### src/rtl/flash_seq_pkg.sv
package flash_seq_pkg;

  typedef enum logic [6:0] {
    OP_VERIFY = 7'h05,
    OP_PROG   = 7'h20,
    OP_BURST  = 7'h25,
    OP_PERASE = 7'h40,
    OP_MERASE = 7'h41
  } op_e;

  typedef enum logic [1:0] {
    SQ_IDLE = 2'd0,
    SQ_ADDR = 2'd1,
    SQ_CMD  = 2'd2
  } seq_e;

  function automatic logic op_valid(input logic [6:0] c);
    case (c)
      OP_VERIFY, OP_PROG, OP_BURST, OP_PERASE, OP_MERASE: op_valid = 1'b1;
      default: op_valid = 1'b0;
    endcase
  endfunction

  function automatic logic op_modifies(input logic [6:0] c);
    op_modifies = (c != OP_VERIFY);
  endfunction

endpackage

### src/rtl/flash_seq_check.sv
module flash_seq_check
  import flash_seq_pkg::*;
#(
  parameter int AW        = 10,
  parameter int PG_BITS   = 3,
  parameter int PROT_BASE = 'h300,
  localparam int EW       = 7 + PG_BITS + 8
) (
  input  logic          clk,
  input  logic          rst,
  input  logic          err_blk,
  input  logic          cbef,
  input  logic          ccf,
  input  logic          arr_wr,
  input  logic [AW-1:0] arr_addr,
  input  logic [7:0]    arr_wdata,
  input  logic          reg_wr,
  input  logic          reg_sel,
  input  logic [7:0]    reg_wdata,
  input  logic          stop_req,
  output logic          launch,
  output logic          acc_set,
  output logic          pv_set,
  output logic          cmd_we,
  output logic          active,
  output logic [EW-1:0] entry
);

  localparam int  NSPAN    = 1 << AW;
  localparam logic ANY_PROT = (PROT_BASE < NSPAN);

  seq_e          state, nstate;
  logic [AW-1:0] addr_q;
  logic [7:0]    data_q;
  logic [6:0]    code_q;
  logic          cap_addr, cap_cmd, hit;
  logic [6:0]    wcode;

  assign wcode  = reg_wdata[6:0];
  assign active = (state != SQ_IDLE);
  assign entry  = {code_q, addr_q[AW-1 -: PG_BITS], data_q};

  always_comb begin
    if (wcode == OP_MERASE) hit = ANY_PROT;
    else                    hit = (addr_q >= AW'(PROT_BASE));
  end

  always_comb begin
    nstate   = state;
    launch   = 1'b0;
    acc_set  = 1'b0;
    pv_set   = 1'b0;
    cap_addr = 1'b0;
    cap_cmd  = 1'b0;
    cmd_we   = 1'b0;
    if (!err_blk) begin
      if (arr_wr) begin
        if (state == SQ_IDLE && cbef) begin
          nstate   = SQ_ADDR;
          cap_addr = 1'b1;
        end else begin
          acc_set = 1'b1;
          nstate  = SQ_IDLE;
        end
      end else if (reg_wr && reg_sel) begin
        cmd_we = 1'b1;
        if (state != SQ_ADDR) begin
          acc_set = 1'b1;
          nstate  = SQ_IDLE;
        end else if (!op_valid(wcode)) begin
          acc_set = 1'b1;
          nstate  = SQ_IDLE;
        end else if (op_modifies(wcode) && hit) begin
          pv_set = 1'b1;
          nstate = SQ_IDLE;
        end else begin
          cap_cmd = 1'b1;
          nstate  = SQ_CMD;
        end
      end else if (reg_wr && !reg_sel) begin
        if (reg_wdata[7]) begin
          if (state == SQ_CMD) launch  = 1'b1;
          else                 acc_set = 1'b1;
          nstate = SQ_IDLE;
        end else if (state != SQ_IDLE) begin
          acc_set = 1'b1;
          nstate  = SQ_IDLE;
        end
      end
    end
    if (stop_req && !ccf) begin
      acc_set = 1'b1;
      nstate  = SQ_IDLE;
    end
  end

  always_ff @(posedge clk) begin
    if (rst) begin
      state  <= SQ_IDLE;
      addr_q <= '0;
      data_q <= '0;
      code_q <= '0;
    end else begin
      state <= nstate;
      if (cap_addr) begin
        addr_q <= arr_addr;
        data_q <= arr_wdata;
      end
      if (cap_cmd) code_q <= wcode;
    end
  end

endmodule

### src/rtl/flash_cmd_fifo.sv
module flash_cmd_fifo #(
  parameter int W     = 18,
  parameter int DEPTH = 2,
  localparam int PW   = (DEPTH > 1) ? $clog2(DEPTH) : 1,
  localparam int CW   = $clog2(DEPTH + 1)
) (
  input  logic         clk,
  input  logic         rst,
  input  logic         push,
  input  logic [W-1:0] din,
  input  logic         pop,
  output logic [W-1:0] head,
  output logic [CW-1:0] count
);

  logic [W-1:0]  mem [DEPTH];
  logic [PW-1:0] wr_p, rd_p;

  function automatic logic [PW-1:0] bump(input logic [PW-1:0] p);
    bump = (p == PW'(DEPTH - 1)) ? '0 : p + 1'b1;
  endfunction

  always_ff @(posedge clk) begin
    if (push) mem[wr_p] <= din;
  end

  assign head = mem[rd_p];

  always_ff @(posedge clk) begin
    if (rst) begin
      wr_p  <= '0;
      rd_p  <= '0;
      count <= '0;
    end else begin
      if (push) wr_p <= bump(wr_p);
      if (pop)  rd_p <= bump(rd_p);
      count <= count + CW'(push) - CW'(pop);
    end
  end

endmodule

### src/rtl/flash_array_stub.sv
module flash_array_stub
  import flash_seq_pkg::*;
#(
  parameter int PG_BITS = 3,
  parameter int LAT     = 4,
  localparam int NPG    = 1 << PG_BITS,
  localparam int TW     = $clog2(LAT + 1)
) (
  input  logic               clk,
  input  logic               rst,
  input  logic               start,
  input  logic [6:0]         op,
  input  logic [PG_BITS-1:0] pg,
  input  logic [7:0]         data,
  output logic               done,
  output logic               blank
);

  logic [NPG-1:0] dirty;
  logic [TW-1:0]  timer;
  logic           run;

  always_ff @(posedge clk) begin
    if (rst) begin
      dirty <= '0;
      timer <= '0;
      run   <= 1'b0;
      done  <= 1'b0;
      blank <= 1'b0;
    end else begin
      done <= 1'b0;
      if (start) begin
        run   <= 1'b1;
        timer <= TW'(LAT - 1);
      end else if (run) begin
        if (timer == '0) begin
          run  <= 1'b0;
          done <= 1'b1;
          case (op)
            OP_VERIFY: blank <= (dirty == '0);
            OP_PROG, OP_BURST: if (data != 8'hFF) dirty[pg] <= 1'b1;
            OP_PERASE: dirty[pg] <= 1'b0;
            OP_MERASE: dirty <= '0;
            default: ;
          endcase
        end else begin
          timer <= timer - 1'b1;
        end
      end
    end
  end

endmodule

### src/rtl/flash_cmd_seq.sv
module flash_cmd_seq
  import flash_seq_pkg::*;
#(
  parameter int AW        = 10,
  parameter int PG_BITS   = 3,
  parameter int PROT_BASE = 'h300,
  parameter int DEPTH     = 2,
  parameter int LAT       = 4
) (
  input  logic          clk,
  input  logic          rst,
  input  logic          arr_wr,
  input  logic [AW-1:0] arr_addr,
  input  logic [7:0]    arr_wdata,
  input  logic          reg_wr,
  input  logic          reg_sel,
  input  logic [7:0]    reg_wdata,
  input  logic          stop_req,
  output logic [7:0]    stat_q,
  output logic [7:0]    cmd_q
);

  localparam int EW = 7 + PG_BITS + 8;
  localparam int CW = $clog2(DEPTH + 1);

  logic          cbef_r, ccf_r, pv_r, acc_r, blank_r;
  logic [6:0]    cmd_r;
  logic          err_blk, launch, acc_set, pv_set, cmd_we, seq_active;
  logic [EW-1:0] entry, head, act;
  logic [CW-1:0] fifo_cnt, cnt_nxt;
  logic          busy, start_r, stub_done, stub_blank, st_wr;

  assign err_blk = acc_r | pv_r;
  assign st_wr   = reg_wr & ~reg_sel;

  flash_seq_check #(.AW(AW), .PG_BITS(PG_BITS), .PROT_BASE(PROT_BASE)) u_seq (
    .clk(clk), .rst(rst), .err_blk(err_blk), .cbef(cbef_r), .ccf(ccf_r),
    .arr_wr(arr_wr), .arr_addr(arr_addr), .arr_wdata(arr_wdata),
    .reg_wr(reg_wr), .reg_sel(reg_sel), .reg_wdata(reg_wdata),
    .stop_req(stop_req), .launch(launch), .acc_set(acc_set), .pv_set(pv_set),
    .cmd_we(cmd_we), .active(seq_active), .entry(entry)
  );

  flash_cmd_fifo #(.W(EW), .DEPTH(DEPTH)) u_buf (
    .clk(clk), .rst(rst), .push(launch), .din(entry), .pop(stub_done),
    .head(head), .count(fifo_cnt)
  );

  flash_array_stub #(.PG_BITS(PG_BITS), .LAT(LAT)) u_arr (
    .clk(clk), .rst(rst), .start(start_r), .op(act[EW-1 -: 7]),
    .pg(act[8 +: PG_BITS]), .data(act[7:0]), .done(stub_done), .blank(stub_blank)
  );

  assign cnt_nxt = fifo_cnt + CW'(launch) - CW'(stub_done);

  always_ff @(posedge clk) begin
    if (rst) begin
      busy    <= 1'b0;
      start_r <= 1'b0;
      act     <= '0;
    end else begin
      start_r <= 1'b0;
      if (stub_done) begin
        busy <= 1'b0;
      end else if (!busy && fifo_cnt != '0) begin
        busy    <= 1'b1;
        start_r <= 1'b1;
        act     <= head;
      end
    end
  end

  always_ff @(posedge clk) begin
    if (rst) begin
      cbef_r  <= 1'b1;
      ccf_r   <= 1'b1;
      pv_r    <= 1'b0;
      acc_r   <= 1'b0;
      blank_r <= 1'b0;
      cmd_r   <= '0;
    end else begin
      cbef_r <= (cnt_nxt < CW'(DEPTH));
      ccf_r  <= (cnt_nxt == '0);
      acc_r  <= acc_set | (acc_r & ~(st_wr & reg_wdata[4]));
      pv_r   <= pv_set  | (pv_r  & ~(st_wr & reg_wdata[5]));
      if (launch)
        blank_r <= 1'b0;
      else if (stub_done && act[EW-1 -: 7] == OP_VERIFY)
        blank_r <= stub_blank;
      if (cmd_we) cmd_r <= reg_wdata[6:0];
    end
  end

  assign stat_q = {cbef_r, ccf_r, pv_r, acc_r, 1'b0, blank_r, 2'b00};
  assign cmd_q  = {1'b0, cmd_r};

endmodule

### config.mk
export PLATFORM = sky130hd
export DESIGN_NAME = flash_cmd_seq
export DESIGN_NICKNAME = d
export VERILOG_FILES = /design/src/rtl/flash_seq_pkg.sv /design/src/rtl/flash_seq_check.sv /design/src/rtl/flash_cmd_fifo.sv /design/src/rtl/flash_array_stub.sv /design/src/rtl/flash_cmd_seq.sv
export SDC_FILE = /design/constraint.sdc
export NUM_CORES = 1
export LEC_CHECK = 0
export BUFFER_PORTS_ARGS = -buffer_cell sky130_fd_sc_hd__buf_2
export CAP_MARGIN = 15
export CORE_ASPECT_RATIO = 0.6
export CORE_MARGIN = 4
export CORE_UTILIZATION = 28
export CTS_BUF_LIST = sky130_fd_sc_hd__clkbuf_8
export CTS_CLUSTER_DIAMETER = 40
export DETAILED_ROUTE_END_ITERATION = 8
export GPL_ROUTABILITY_DRIVEN = 1
export SKIP_CTS_REPAIR_TIMING = 1
export SLEW_MARGIN = 20
export SYNTH_ARGS = -nofsm -noshare
export SYNTH_HDL_FRONTEND = slang
export SYNTH_SLANG_ARGS = --single-unit
### constraint.sdc
create_clock -name clk -period 3.3 [get_ports clk]
set_input_delay 0.66 -clock clk [delete_from_list [all_inputs] [get_ports clk]]
set_output_delay 0.66 -clock clk [all_outputs]
set_load 0.05 [all_outputs]
# Yosys cells after proc, flatten, opt, wreduce, memory -nomap -nowiden

Memory sizes are Yosys's and may differ from the RTL's. A register that Yosys moved wholly into a read port is not among the register bits.
Index checks and enable logic that the tools add are counted.

Bits in registers: 59
RAM bits: 36
Input bits: 32
Word-level logic and storage cells: 166
Memories: 1

Add/sub/neg operators: 5
Order comparisons: 4
Equal/unequal tests: 16
Mux-type cells: 66
Bitwise gates (word level): 19
Reduce and logical (&&, ||, !) cells: 34

Memory list:

| memory    | depth | width | read ports | clocked after memory_dff | write ports | RTL line             | RTL |
|---|---|---|---|---|---|---|---|
| u_buf.mem | 2     | 18    | 1          | 1                        | 1           | flash_cmd_fifo.sv:16 | `logic [W-1:0] mem [DEPTH];` |

Operators by type and width:

| kind                                                      | number |
|---|---|
| two-way mux 1 bit                                         | 52 |
| == test 7 x 6 -> 1 bit, second input constant             | 4 |
| == test 7 bit, second input constant                      | 4 |
| one-hot mux 8 bit (3 select lines)                        | 1 |
| two-way mux 2 bit                                         | 11 |
| == test 7 x 3 -> 1 bit, second input constant             | 2 |
| greater-or-equal comparator 10 bit, second input constant | 1 |
| OR reduction 2 bit                                        | 5 |
| bitwise AND 8 bit                                         | 1 |
| logical AND 1 bit                                         | 8 |
| zero test 8 bit                                           | 1 |
| two-way mux 8 bit                                         | 1 |
| != test 8 bit, second input constant                      | 1 |
| NOT 1 bit                                                 | 8 |
| NOT 8 bit                                                 | 1 |
| OR 8 bit                                                  | 1 |
| != test 7 x 3 -> 1 bit, second input constant             | 1 |
| AND reduction 2 bit                                       | 3 |
| nonzero test 2 bit                                        | 3 |
| nonzero test 3 bit                                        | 2 |
| bitwise AND 1 bit                                         | 5 |
| AND reduction 5 bit                                       | 1 |
| OR reduction 5 bit                                        | 1 |
| zero test 2 bit                                           | 2 |
| 18 further kinds                                          | 24 |

# Logic depth before layout (Yosys ltp)

Gate-level depths: netlist (run 1).

Depth in word-level cells: 14
Mapped depth: 8

# By module

A second synthesis (run 1) with hierarchy kept.

Cells, all modules: 419
Area total of the unflattened synthesis: 4,740.8 sq um

Modules (own cells, without submodules):

| module           | times used | cells each | area each (sq um) | seq. area each (sq um) |
|---|---|---|---|---|
| flash_cmd_fifo   | 1          | 75         | 1,559.0           | 1,181.1 |
| flash_cmd_seq    | 1          | 149        | 1,362.6           | 640.6 |
| flash_seq_check  | 1          | 100        | 957.2             | 400.4 |
| flash_array_stub | 1          | 95         | 862.1             | 280.3 |

# Worst setup path after synthesis (run 1)

OpenSTA, ideal clock, no wires.

Kind: input to register
Start: input port arr_wr
End: memory u_buf.mem[0][0] (enable)
Library setup time: 395 ps
Arrival time: 2,243 ps
Data required time: 2,905 ps
Path slack: 663 ps
Cell stages on the path: 4
Buffers on the path: 1
Cell sequence: nor3_1 and3_1 clkbuf_1 nor2b_1

Cells in the longest elaborated chain, start to end: 4

Ends and longest elaborated chain:

| item                                    | RTL line              | RTL |
|---|---|---|
| from (decl)                             | flash_cmd_seq.sv:12   | `input logic arr_wr,` |
| two-way mux 1 bit                       | flash_seq_check.sv:57 | `if (arr_wr) begin` |
| two-way mux 1 bit                       | flash_seq_check.sv:56 | `if (!err_blk) begin` |
| net launch                              | flash_cmd_seq.sv:28   | `logic err_blk, launch, acc_set, pv_set, cmd_we, seq_active;` |
| two-way mux 1 bit                       | flash_cmd_fifo.sv:24  | `if (push) mem[wr_p] <= din;` |
| two-way mux 1 bit (not written as such) | flash_cmd_fifo.sv:24  |  |
| to (decl)                               | flash_cmd_fifo.sv:16  |  |

The timed path passes the listed nets, and every way through them passes these cells.

# Final worst setup path (run 1)

Start: register u_arr.timer[0]
End: register u_arr.dirty[3]

Cells in the longest elaborated chain, start to end: 2

Ends and longest elaborated chain:

| item                            | RTL line               | RTL |
|---|---|---|
| from (decl)                     | flash_array_stub.sv:20 | `logic [TW-1:0] timer;` |
| from (signal assigned)          | flash_array_stub.sv:34 | `timer <= TW'(LAT - 1);` |
| from (signal assigned)          | flash_array_stub.sv:47 | `timer <= timer - 1'b1;` |
| zero test 3 bit                 | flash_array_stub.sv:36 | `if (timer == '0) begin` |
| AND reduction 5 bit (no line)   | -                      |  |
| to (signal, indexed assignment) | flash_array_stub.sv:41 | `OP_PROG, OP_BURST: if (data != 8'hFF) dirty[pg] <= 1'b1;` |
| to (signal, indexed assignment) | flash_array_stub.sv:42 | `OP_PERASE: dirty[pg] <= 1'b0;` |
| to (signal assigned)            | flash_array_stub.sv:43 | `OP_MERASE: dirty <= '0;` |
| to (decl)                       | flash_array_stub.sv:19 | `logic [NPG-1:0] dirty;` |

Every way passes these cells.
A chain may end at the register's enable or synchronous reset.

==> out/qor.log, run 1 <==
[placement] dpl ws 0.779 ns
[yosys] Seq/Total Area, Yosys 58.1%
[final_layout] commonest cells after routing, fill and taps aside dfxtp_1, nor2_1, mux2i_1
[floorplanning] number of ports placed on the die boundary 48
[clock_network] CTS tree built
[placement] Placement Cell Area 4610 um^2
[routing] detailed router's first-iteration violation count 155
[timing] final number of max-transition violations 0
[timing] setup total negative slack 0 ns
[yosys] number of flops mapped to enable cells by yosys 36
[timing] final setup skew 0.0143 ns
[yosys] top cells by area in the synthesized netlist dfxtp_1, edfxtp_1, mux2i_1
[floorplanning] initial core utilization 29.0%
[grt] vias in the first global route 2886
[worst_setup_path] Max stage delay cell, worst path or4_1
[routing] Detail Route Antenna Nets 0
[hold_path] class of the worst hold path reg -> reg
[clock_network] Clock Sinks 106
[routing] Residual DRC 0
[yosys] mean instance size in the synthesized netlist 11.1 um^2
[worst_setup_path] worst path bufs/invs 1
[placement] Detail Placement HPWL 5930 um
[worst_setup_path] slowest stage delay, CP 0.53 ns
[worst_setup_path] critical path's top delay family simple AND/OR/NAND/NOR gates
[yosys] post-synthesis cell area 4280 um^2
[worst_setup_path] crit path DAT 2.43 ns
[routing] First-pass DRT Iterations 4
[clock_network] Max clock buf depth 2
[yosys] most instantiated flip-flop cell in the synthesis netlist dfxtp_1
[worst_setup_path] Critical Path, Cell by Cell inv_1 > ha_1 > nand4bb_1 > or4_1 > or4_1 > o22ai_1
[final_layout] area overhead of the layout relative to synthesis 12.4%
[power] Lkg Pwr 1.66 nW
[placement] number of placed cells counting well taps 597
[final_layout] proportion of layout cells with a drive suffix above 1 14.7%
[final_layout] post-route cell area 4810 um^2
[placement] input/output buffers 36
[power] power per unit of standard cell area 475 nW/um^2
[final_layout] post-layout utilization of the core 32.7%
[timing] final critical-path setup slack 1.15 ns
[clock_network] count of H-tree levels built during CTS 3
[clock_network] clock root buffer master clkbuf_8
[grt] number of antenna violations at the first check in global routing 0
[floorplanning] horizontal extent of the die 168 um
[grt] aggregate global-route resource usage 9.68%
[worst_setup_path] Setup crit end kind flop
[final_layout] non-filler instance count after layout 613
[floorplanning] die outline height 104 um
[clock_network] clock-pin transition on the worst setup and hold timing paths 0.10 ns
[floorplanning] Die ar. 17400 um^2
[worst_setup_path] element type at the critical path start flop
[power] worst ir drop on vdd 192 uV
[timing] Finish-stage setup viols 0
[clock_network] clock buffer count from CTS 9
[floorplanning] standard-cell rows 34
[routing] post-DR wirelength/cell 13.6 um
[yosys] portion of synthesized cell area occupied by the leading cell type 32.8%
[grt] first-pass GRT wire length 13800 um
[timing] tightest slew margin relative to the limit 42.1%
[worst_setup_path] most used cell, CP or4_1
[worst_setup_path] critical path type reg -> reg
[grt] leftover overflow at the end of global routing 0
[floorplanning] core area 14700 um^2
[timing] unrepaired setup endpoints after global routing no
[placement] final weighted congestion of routability-driven global placement 0.762
[final_layout] Layout fillers 1524
[yosys] distinct cell type count of the synthesized netlist 54
[routing] mean number of vias per cell 4.73
[grt] maximum number of pins on one net before global-route repair 46
[yosys] number of warning messages in the yosys log 0
[final_layout] most common cell after layout, fill and taps aside dfxtp_1
[routing] sum of routed wire length over all layers 8360 um
[timing] Tightest Pin Transition 0.865 ns
[status] status finished, final reports clean
[timing] Final min period 2.15 ns
[routing] vias after detailed routing 2901
[clock_network] insertion delay of the later-clocked pin in the worst-skew pair 0.37 ns
[final_layout] net count reported at finish 446
[yosys] flip-flop and latch count after synthesis 106
[timing] final count of hold timing violations 0
[final_layout] number of antenna cells inserted 0
[yosys] number of instances in the synthesized netlist 384
[timing] final critical-path share of the clock period 65.1%
[worst_setup_path] highest net fanout along the worst path 4
[yosys] fraction of registers with async set or reset after synthesis 0%
[timing] max frequency 0.466 GHz
[yosys] post-synthesis cell type with the largest combined area dfxtp_1
[flow_run] maximum capacitance violations 0
[worst_setup_path] Crit path required time 3.58 ns
-- per-stage QoR --
step	total power [mW]	hold WS [ns]
after detailed placement	1.55	0.437
final	2.28	0.455
after CTS	2.31	0.454
after global routing	2.38	0.464
after global placement	1.54	0.426
after floorplan	1.51	0.415
-- path summary, 6_finish.rpt --
path	start	endpoint	slack, ns	cells past startpoint
max reg2reg	u_arr.timer[0]$_SDFFE_PP0P_	u_arr.dirty[3]$_SDFFE_PP0P_	1.15	6
min reg2reg	start_r$_SDFF_PP0_	u_arr.timer[2]$_SDFFE_PP0P_	0.45	1
max	u_arr.timer[0]$_SDFFE_PP0P_	u_arr.dirty[3]$_SDFFE_PP0P_	1.15	6
min	start_r$_SDFF_PP0_	u_arr.timer[2]$_SDFFE_PP0P_	0.45	1
-- per-layer routing --
layer	vias to the layer above	track usage [%]	part of all wire, %
met5	-	0	0
met4	0	2.55	0.95
met3	7	3.62	5.0
met2	68	14.6	42
met1	1367	13.1	52
li1	1459	-	-
-- synth_stat cells, drive strengths merged, types with 3 or more instances --
cell,number
dfxtp,70
nor2,47
mux2i,39
edfxtp,36
a21oi,19
a211oi,18
buf,17
clkbuf,11
o21ai,11
nor3,10
inv,9
nand2,9
o22ai,8
nand2b,7
nor2b,7
nor4,5
xnor2,5
a31oi,4
ha,4
or4,4
a2111oi,3
and2,3
nor3b,3
or3,3
-- state kept, by name, indices dropped and copies added (netlist names), 3 cells and up --
register and count:
u_buf.mem 36, act 18, u_arr.dirty 8, u_seq.data_q 8, cmd_r 7, u_seq.code_q 7, u_arr.timer 3, u_seq.addr_q 3
-- area by class of cell --
type                    instances  area (um^2)  share of cell area, %
clock buffers                  10          138                   2.86
clock inverters                 6         55.1                   1.15
inverters                       9         33.8                  0.703
multi-input cells             244         1630                   33.9
flip-flops and latches        106         2480                   51.7
well taps                     198          248                   5.15
repair buffers                 40          218                   4.53
-- cell families after synthesis --
logic type,synth area share [%]
AOI/OAI and AO/OA,11.8
xor gates and xnor gates,1.23
adders and majority gates,1.17
buffers and inverters,4.21
DFF,58.1
muxes,9.13
other,0.0877
and+or+nand+nor,14.3
-- power breakdown --
part           internal, mW  total (mW)  switching, mW
clock                 0.311       0.764          0.453
combinational        0.0480       0.140         0.0919
sequential             1.36        1.38         0.0157
(Power assumes the default switching activity.)
==> inputs of run 2 (changes only) <==
==> constraint.sdc (replaced) <==
create_clock -name clk -period 1.85 [get_ports clk]
set_input_delay 0.37 -clock clk [delete_from_list [all_inputs] [get_ports clk]]
set_output_delay 0.37 -clock clk [all_outputs]
set_load 0.05 [all_outputs]
==> out/qor.log, run 2 (synthesis results as in run 1) <==
[status] status finished, violations left
[status] violations in the final reports negative setup slack
[power] worst ir drop on vdd 340 uV [+77%]
[floorplanning] number of ports placed on the die boundary 48 [unchanged]
[placement] number of placed cells counting well taps 622 [+4.2%]
[clock_network] insertion delay of the later-clocked pin in the worst-skew pair 0.37 ns [about the same]
[timing] max frequency 0.540 GHz [+16%]
[routing] sum of routed wire length over all layers 8520 um [+1.9%]
[power] Internal Pwr Total 3.04 mW [+76%]
[power] fraction of power spent switching nets 24.5% [about the same]
[grt] leftover overflow at the end of global routing 0 [unchanged]
[grt] aggregate global-route resource usage 9.89% [+0.20 points]
[final_layout] Largest Register u_buf.mem
[final_layout] non-filler instance count after layout 642 [+4.7%]
[final_layout] proportion of layout cells with a drive suffix above 1 25.0% [+10 points]
[floorplanning] core area 14700 um^2 [unchanged]
[placement] input/output buffers 36 [unchanged]
[placement] Detail Placement HPWL 6070 um [+2.4%]
[worst_setup_path] CP startpoint u_arr.timer[1]$_SDFFE_PP0P_
[hold_path] class of the worst hold path in -> reg
[routing] detailed router's first-iteration violation count 185 [+19%]
[grt] first-pass GRT wire length 14200 um [+3.0%]
[power] proportion of power drawn by combinational gates 6.8% [+0.7 points]
[final_layout] post-route cell area 5150 um^2 [+7.2%]
[worst_setup_path] critical path depth 6 [unchanged]
[grt] number of antenna violations at the first check in global routing 0 [unchanged]
[routing] vias after detailed routing 2972 [+2.4%]
[power] power per unit of standard cell area 781 nW/um^2 [+64%]
[placement] Placement Cell Area 4840 um^2 [+4.9%]
[routing] Residual DRC 0 [unchanged]
[worst_setup_path] slowest stage delay, CP 0.48 ns [-0.05 ns]
[timing] setup total negative slack -0.00224 ns [-0.00224 ns]
[worst_setup_path] worst reg2reg startpoint u_arr.timer[1]$_SDFFE_PP0P_
[final_layout] post-layout utilization of the core 35.0% [+2.3 points]
[timing] Tightest Pin Transition 0.705 ns [-0.161 ns]
[power] part of the total power dissipated in sequential elements 61.1% [+0.7 points]
[timing] Final min period 1.85 ns [-0.295 ns]
[worst_setup_path] Max stage delay cell, worst path or4_4
[floorplanning] die outline height 104 um [unchanged]
[floorplanning] horizontal extent of the die 168 um [unchanged]
[flow_run] maximum capacitance violations 0 [unchanged]
[clock_network] Max clock buf depth 2 [unchanged]
[grt] vias in the first global route 2969 [+2.9%]
[timing] unrepaired setup endpoints after global routing yes
[clock_network] clock root buffer master clkbuf_8
[routing] post-DR wirelength/cell 13.3 um [-2.7%]
[floorplanning] Die ar. 17400 um^2 [unchanged]
[routing] First-pass DRT Iterations 5 [+1]
[timing] Finish-stage setup viols 1 [+1]
[worst_setup_path] Reg2Reg Depth 6 [unchanged]
[routing] Detail Route Antenna Nets 0 [unchanged]
[clock_network] clock buffer count from CTS 9 [unchanged]
[timing] final critical-path setup slack -0.00224 ns [-1.15 ns]
[routing] mean number of vias per cell 4.63 [-2.2%]
[final_layout] most common cell after layout, fill and taps aside dfxtp_1
[grt] maximum number of pins on one net before global-route repair 38 [-17%]
[power] Lkg Pwr 1.81 nW [+9.5%]
[clock_network] count of H-tree levels built during CTS 3 [unchanged]
[clock_network] CTS tree built
[placement] final weighted congestion of routability-driven global placement 0.788 [+3.5%]
[clock_network] clock-pin transition on the worst setup and hold timing paths 0.10 ns [about the same]
[power] Clock power frac 32.1% [-1.4 points]
[worst_setup_path] Critical Path, Cell by Cell inv_2 > ha_4 > nand4bb_4 > or4_4 > or4_4 > o22ai_1
[worst_setup_path] timing endpoint of the critical path u_arr.dirty[4]$_SDFFE_PP0P_
[timing] final number of max-transition violations 0 [unchanged]
[final_layout] commonest cells after routing, fill and taps aside dfxtp_1, nor2_1, mux2i_1
[worst_setup_path] Setup crit end kind flop
[worst_setup_path] crit path DAT 2.14 ns [-0.29 ns]
[worst_setup_path] worst path bufs/invs 1 [unchanged]
[final_layout] max FFs per register 36 [unchanged]
[clock_network] Clock Sinks 106 [unchanged]
[timing] tightest slew margin relative to the limit 53.0% [+11 points]
[timing] final count of hold timing violations 0 [unchanged]
[final_layout] number of antenna cells inserted 0 [unchanged]
[final_layout] net count reported at finish 475 [+6.5%]
[floorplanning] initial core utilization 29.0% [unchanged]
[timing] final critical-path share of the clock period 100% [+35 points]
[worst_setup_path] element type at the critical path start flop
[final_layout] area overhead of the layout relative to synthesis 20.5%
[worst_setup_path] critical path type reg -> reg
[timing] final setup skew 0.0116 ns [-0.00275 ns]
[worst_setup_path] most used cell, CP or4_4
[worst_setup_path] Crit path required time 2.14 ns [-1.44 ns]
[worst_setup_path] critical path's top delay family simple AND/OR/NAND/NOR gates
[placement] dpl ws -0.195 ns [-0.974 ns]
[worst_setup_path] highest net fanout along the worst path 4 [unchanged]
[worst_setup_path] reg2reg setup slack -0.002 ns [-1.15 ns]
[floorplanning] standard-cell rows 34 [unchanged]
[final_layout] largest registers in the final layout u_buf.mem (36), act (18)
[power] switching power total 0.987 mW [+76%]
[worst_setup_path] capture instance of the worst register-to-register path u_arr.dirty[4]$_SDFFE_PP0P_
==> run 2: cell types whose count changed in the layout (fill, tap and decap cells not counted), sizes merged <==
cell      delta
buf         +29
clkinvlp     +2
clkbuf       -1
inv          -1
==> run 2: layout make-up <==
cell class,count,area [um^2]
Fill cell,1519,9570
Sequential cell,106,2490
Multi-Input combinational cell,244,1740
Timing Repair Buffer,69,465
Tap cell,198,248
Clock buffer,9,124
Clock inverter,7,52.6
Inverter,9,33.8
==> run 2: metrics by stage <==
stage | power [mW] | hold slack [ns]
floorplan | 2.69 | 0.415
global placement | 2.78 | 0.428
detailed placement | 2.79 | 0.435
CTS | 4.08 | 0.199
global route | 4.17 | 0.218
finish | 4.02 | 0.228
==> run 2: power by group through the flow <==
stage               Clock (mW)  Sequential, mW  Combinational [mW]
CTS                       1.35            2.46               0.274
floorplan                    0            2.52               0.171
global route              1.41            2.47               0.300
global placement             0            2.51               0.267
detailed placement           0            2.51               0.273
finish                    1.29            2.46               0.273
==> run 2: how the worst min path moves through the flow <==
stage / depth (start not counted) / start / slack (ns) / endpoint
after global routing: 3 / arr_wdata[2] / 0.22 / u_seq.data_q[2]$_SDFFE_PP0P_
after CTS: 3 / arr_addr[8] / 0.20 / u_seq.addr_q[8]$_SDFFE_PP0P_
final: 3 / arr_wdata[5] / 0.23 / u_seq.data_q[5]$_SDFFE_PP0P_
after floorplan: 1 / start_r$_SDFF_PP0_ / 0.42 / u_arr.timer[2]$_SDFFE_PP0P_
after detailed placement: 0 / u_seq.code_q[4]$_SDFFE_PP0P_ / 0.44 / u_buf.mem[1][15]$_DFFE_PP_
after global placement: 0 / u_seq.code_q[4]$_SDFFE_PP0P_ / 0.43 / u_buf.mem[0][15]$_DFFE_PP_
==> run 2: routing by layer <==
| metal | track usage, % | routed length, um | vias up |
|---|---|---|---|
| met4 | 3.24 | 120 | 0 |
| met3 | 3.20 | 304 | 12 |
| met2 | 14.3 | 3620 | 49 |
| met5 | 0 | 0 | - |
| li1 | - | - | 1507 |
| met1 | 13.9 | 4480 | 1404 |
==> run 2: worst min-delay path: stages <==
cell	delay, ns
buf_2	0.08
mux2i_1	0.05
nor2_1	0.07
==> inputs of run 3 (changes only) <==
--- a/config.mk
+++ b/config.mk
@@ -5,15 +5,16 @@
 export SDC_FILE = /design/constraint.sdc
 export NUM_CORES = 1
 export LEC_CHECK = 0
-export BUFFER_PORTS_ARGS = -buffer_cell sky130_fd_sc_hd__buf_2
+export BUFFER_PORTS_ARGS = -buffer_cell sky130_fd_sc_hd__buf_4
 export CAP_MARGIN = 15
 export CORE_ASPECT_RATIO = 0.6
 export CORE_MARGIN = 4
 export CORE_UTILIZATION = 28
-export CTS_BUF_LIST = sky130_fd_sc_hd__clkbuf_8
+export CTS_BUF_LIST = sky130_fd_sc_hd__clkbuf_4
 export CTS_CLUSTER_DIAMETER = 40
 export DETAILED_ROUTE_END_ITERATION = 8
 export GPL_ROUTABILITY_DRIVEN = 1
+export PLACE_DENSITY = 0.53
 export SKIP_CTS_REPAIR_TIMING = 1
 export SLEW_MARGIN = 20
 export SYNTH_ARGS = -nofsm -noshare
==> out/qor.log, run 3 (synthesis results as in run 1) <==
[status] status finished, violations left
[status] violations in the final reports negative setup slack
[power] proportion of power drawn by combinational gates 7.6% [+0.8 points]
[timing] final setup skew 0.0181 ns [+0.00659 ns]
[timing] max frequency 0.532 GHz [-1.5%]
[final_layout] proportion of layout cells with a drive suffix above 1 23.3% [-1.7 points]
[clock_network] Max clock buf depth 2 [unchanged]
[power] switching power total 1.00 mW [+1.7%]
[grt] first-pass GRT wire length 14100 um [-0.44%]
[grt] maximum number of pins on one net before global-route repair 44 [+16%]
[final_layout] post-layout utilization of the core 34.9% [-0.051 points]
[power] Internal Pwr Total 2.87 mW [-5.4%]
[worst_setup_path] Setup crit end kind flop
[worst_setup_path] Max stage delay cell, worst path or4_4
[routing] detailed router's first-iteration violation count 129 [-30%]
[power] worst ir drop on vdd 304 uV [-11%]
[timing] final critical-path share of the clock period 102% [+1.6 points]
[timing] Tightest Pin Transition 0.497 ns [-0.208 ns]
[grt] aggregate global-route resource usage 9.97% [+0.084 points]
[worst_setup_path] slowest stage delay, CP 0.47 ns [about the same]
[placement] Detail Placement HPWL 6120 um [+0.82%]
[clock_network] clock buffer count from CTS 9 [unchanged]
[floorplanning] die outline height 104 um [unchanged]
[placement] input/output buffers 36 [unchanged]
[floorplanning] standard-cell rows 34 [unchanged]
[worst_setup_path] Crit path required time 2.24 ns [+0.10 ns]
[grt] met1 demand-to-capacity share in global routing 14.5% [+0.55 points]
[timing] Final min period 1.88 ns [+0.0288 ns]
[floorplanning] Die ar. 17400 um^2 [unchanged]
[grt] number of antenna violations at the first check in global routing 0 [unchanged]
[grt] leftover overflow at the end of global routing 0 [unchanged]
[worst_setup_path] element type at the critical path start flop
[worst_setup_path] highest net fanout along the worst path 4 [unchanged]
[timing] final count of hold timing violations 0 [unchanged]
[clock_network] count of H-tree levels built during CTS 3 [unchanged]
[worst_setup_path] critical path type reg -> reg
[routing] Detail Route Antenna Nets 0 [unchanged]
[clock_network] CTS tree built
[routing] First-pass DRT Iterations 7 [+2]
[timing] unrepaired setup endpoints after global routing yes
[worst_setup_path] most used cell, CP or4_4
[hold_path] class of the worst hold path in -> reg
[clock_network] clock root buffer master clkbuf_4
[clock_network] insertion delay of the later-clocked pin in the worst-skew pair 0.47 ns [+0.10 ns]
[final_layout] max FFs per register 36 [unchanged]
[final_layout] number of antenna cells inserted 0 [unchanged]
[timing] final number of max-transition violations 0 [unchanged]
[routing] sum of routed wire length over all layers 8710 um [+2.2%]
[placement] Placement Cell Area 4920 um^2 [+1.6%]
[timing] setup total negative slack -0.0704 ns [-0.0682 ns]
[power] Clock power frac 28.8% [-3.3 points]
[routing] Residual DRC 0 [unchanged]
[floorplanning] initial core utilization 29.0% [unchanged]
[floorplanning] number of ports placed on the die boundary 48 [unchanged]
[grt] vias in the first global route 2870 [-3.3%]
[clock_network] clock-pin transition on the worst setup and hold timing paths 0.17 ns [+0.07 ns]
[final_layout] Layout fillers 1519 [unchanged]
[grt] met3 Usage GRT 3.35% [+0.15 points]
[final_layout] Largest Register u_buf.mem
[routing] mean number of vias per cell 4.62 [-0.19%]
[power] part of the total power dissipated in sequential elements 63.5% [+2.4 points]
[power] Lkg Pwr 1.81 nW [-0.34%]
[routing] post-DR wirelength/cell 13.6 um [+2.5%]
[clock_network] Clock Sinks 106 [unchanged]
[placement] final weighted congestion of routability-driven global placement 0.783 [-0.67%]
[final_layout] area overhead of the layout relative to synthesis 20.3%
[timing] tightest slew margin relative to the limit 66.5% [+14 points]
[routing] vias after detailed routing 2957 [-0.50%]
[power] fraction of power spent switching nets 25.9% [+1.4 points]
[worst_setup_path] Critical Path, Cell by Cell inv_2 > ha_4 > nand4bb_4 > or4_4 > or4_4 > o22ai_2
[final_layout] most common cell after layout, fill and taps aside dfxtp_1
[timing] final critical-path setup slack -0.0310 ns [-0.0288 ns]
[final_layout] largest registers in the final layout u_buf.mem (36), act (18)
[final_layout] post-route cell area 5140 um^2 [-0.15%]
[grt] layer with the highest usage met1
[floorplanning] horizontal extent of the die 168 um [unchanged]
[grt] GRT met2 Usage 14.0% [-0.37 points]
[final_layout] net count reported at finish 473 [-0.42%]
[timing] Finish-stage setup viols 5 [+4]
[worst_setup_path] crit path DAT 2.27 ns [+0.13 ns]
[power] power per unit of standard cell area 753 nW/um^2 [-3.5%]
[flow_run] maximum capacitance violations 0 [unchanged]
[final_layout] commonest cells after routing, fill and taps aside dfxtp_1, buf_4, nor2_1
[floorplanning] core area 14700 um^2 [unchanged]
run 3: changes by cell type in the layout (fill, tap and decap cells not counted), sizes merged:
cell and delta:
inv +1, buf -2, clkinv +1, clkinvlp -2
run 3: power groups by stage:
stage                     Combinational [mW]  Sequential (mW)  Clock (mW)
final                                  0.296             2.46        1.12
after global routing                   0.319             2.47        1.26
after CTS                              0.296             2.46        1.19
after detailed placement               0.296             2.51           0
after global placement                 0.289             2.51           0
after floorplan                        0.171             2.52           0
run 3: cell type report:
cell class	count	area (um^2)	area share (%)
Sequential cell	106	2480	48.3
Multi-Input combinational cell	244	1710	33.3
Timing Repair Buffer	67	528	10.3
Tap cell	198	248	4.82
Clock inverter	7	68.8	1.34
Clock buffer	9	67.6	1.31
Inverter	9	33.8	0.657
run 3: critical path: cells and delay by family, from the launching register on:
kind | cells | cell delay [ns]
simple gates | 3 | 1.05
flops | 1 | 0.36
compound gates | 1 | 0.18
fa+ha+maj | 1 | 0.15
buf+inv | 1 | 0.07
run 3: stage by stage:
stage               setup slack (ns)  hold WS, ns  instances  total power, mW
floorplan                    0.00625        0.415        387             2.69
global placement              -0.130        0.422        622             2.80
detailed placement            -0.210        0.436        622             2.81
CTS                           -0.251       0.0672        638             3.94
global route                 -0.0896       0.0758        640             4.05
finish                       -0.0310        0.116        640             3.88
run 3: final timing paths:
kind | from | endpoint | slack, ns | cells past startpoint
setup reg to reg | u_arr.timer[1]$_SDFFE_PP0P_ | u_arr.dirty[5]$_SDFFE_PP0P_ | -0.03 | 6
setup / recovery | u_arr.timer[1]$_SDFFE_PP0P_ | u_arr.dirty[5]$_SDFFE_PP0P_ | -0.03 | 6
hold reg to reg | u_seq.code_q[1]$_SDFFE_PP0P_ | u_buf.mem[1][12]$_DFFE_PP_ | 0.47 | 0
hold / removal | arr_wdata[6] | u_seq.data_q[6]$_SDFFE_PP0P_ | 0.12 | 3
run 3: metal layers:
| metal | wire length, um | part of all wire (%) | vias to the layer above |
|---|---|---|---|
| li1 | - | - | 1510 |
| met1 | 4640 | 53 | 1380 |
| met2 | 3580 | 41 | 56 |
| met3 | 391 | 4.5 | 11 |
| met4 | 102 | 1.2 | 0 |
| met5 | 0 | 0 | - |
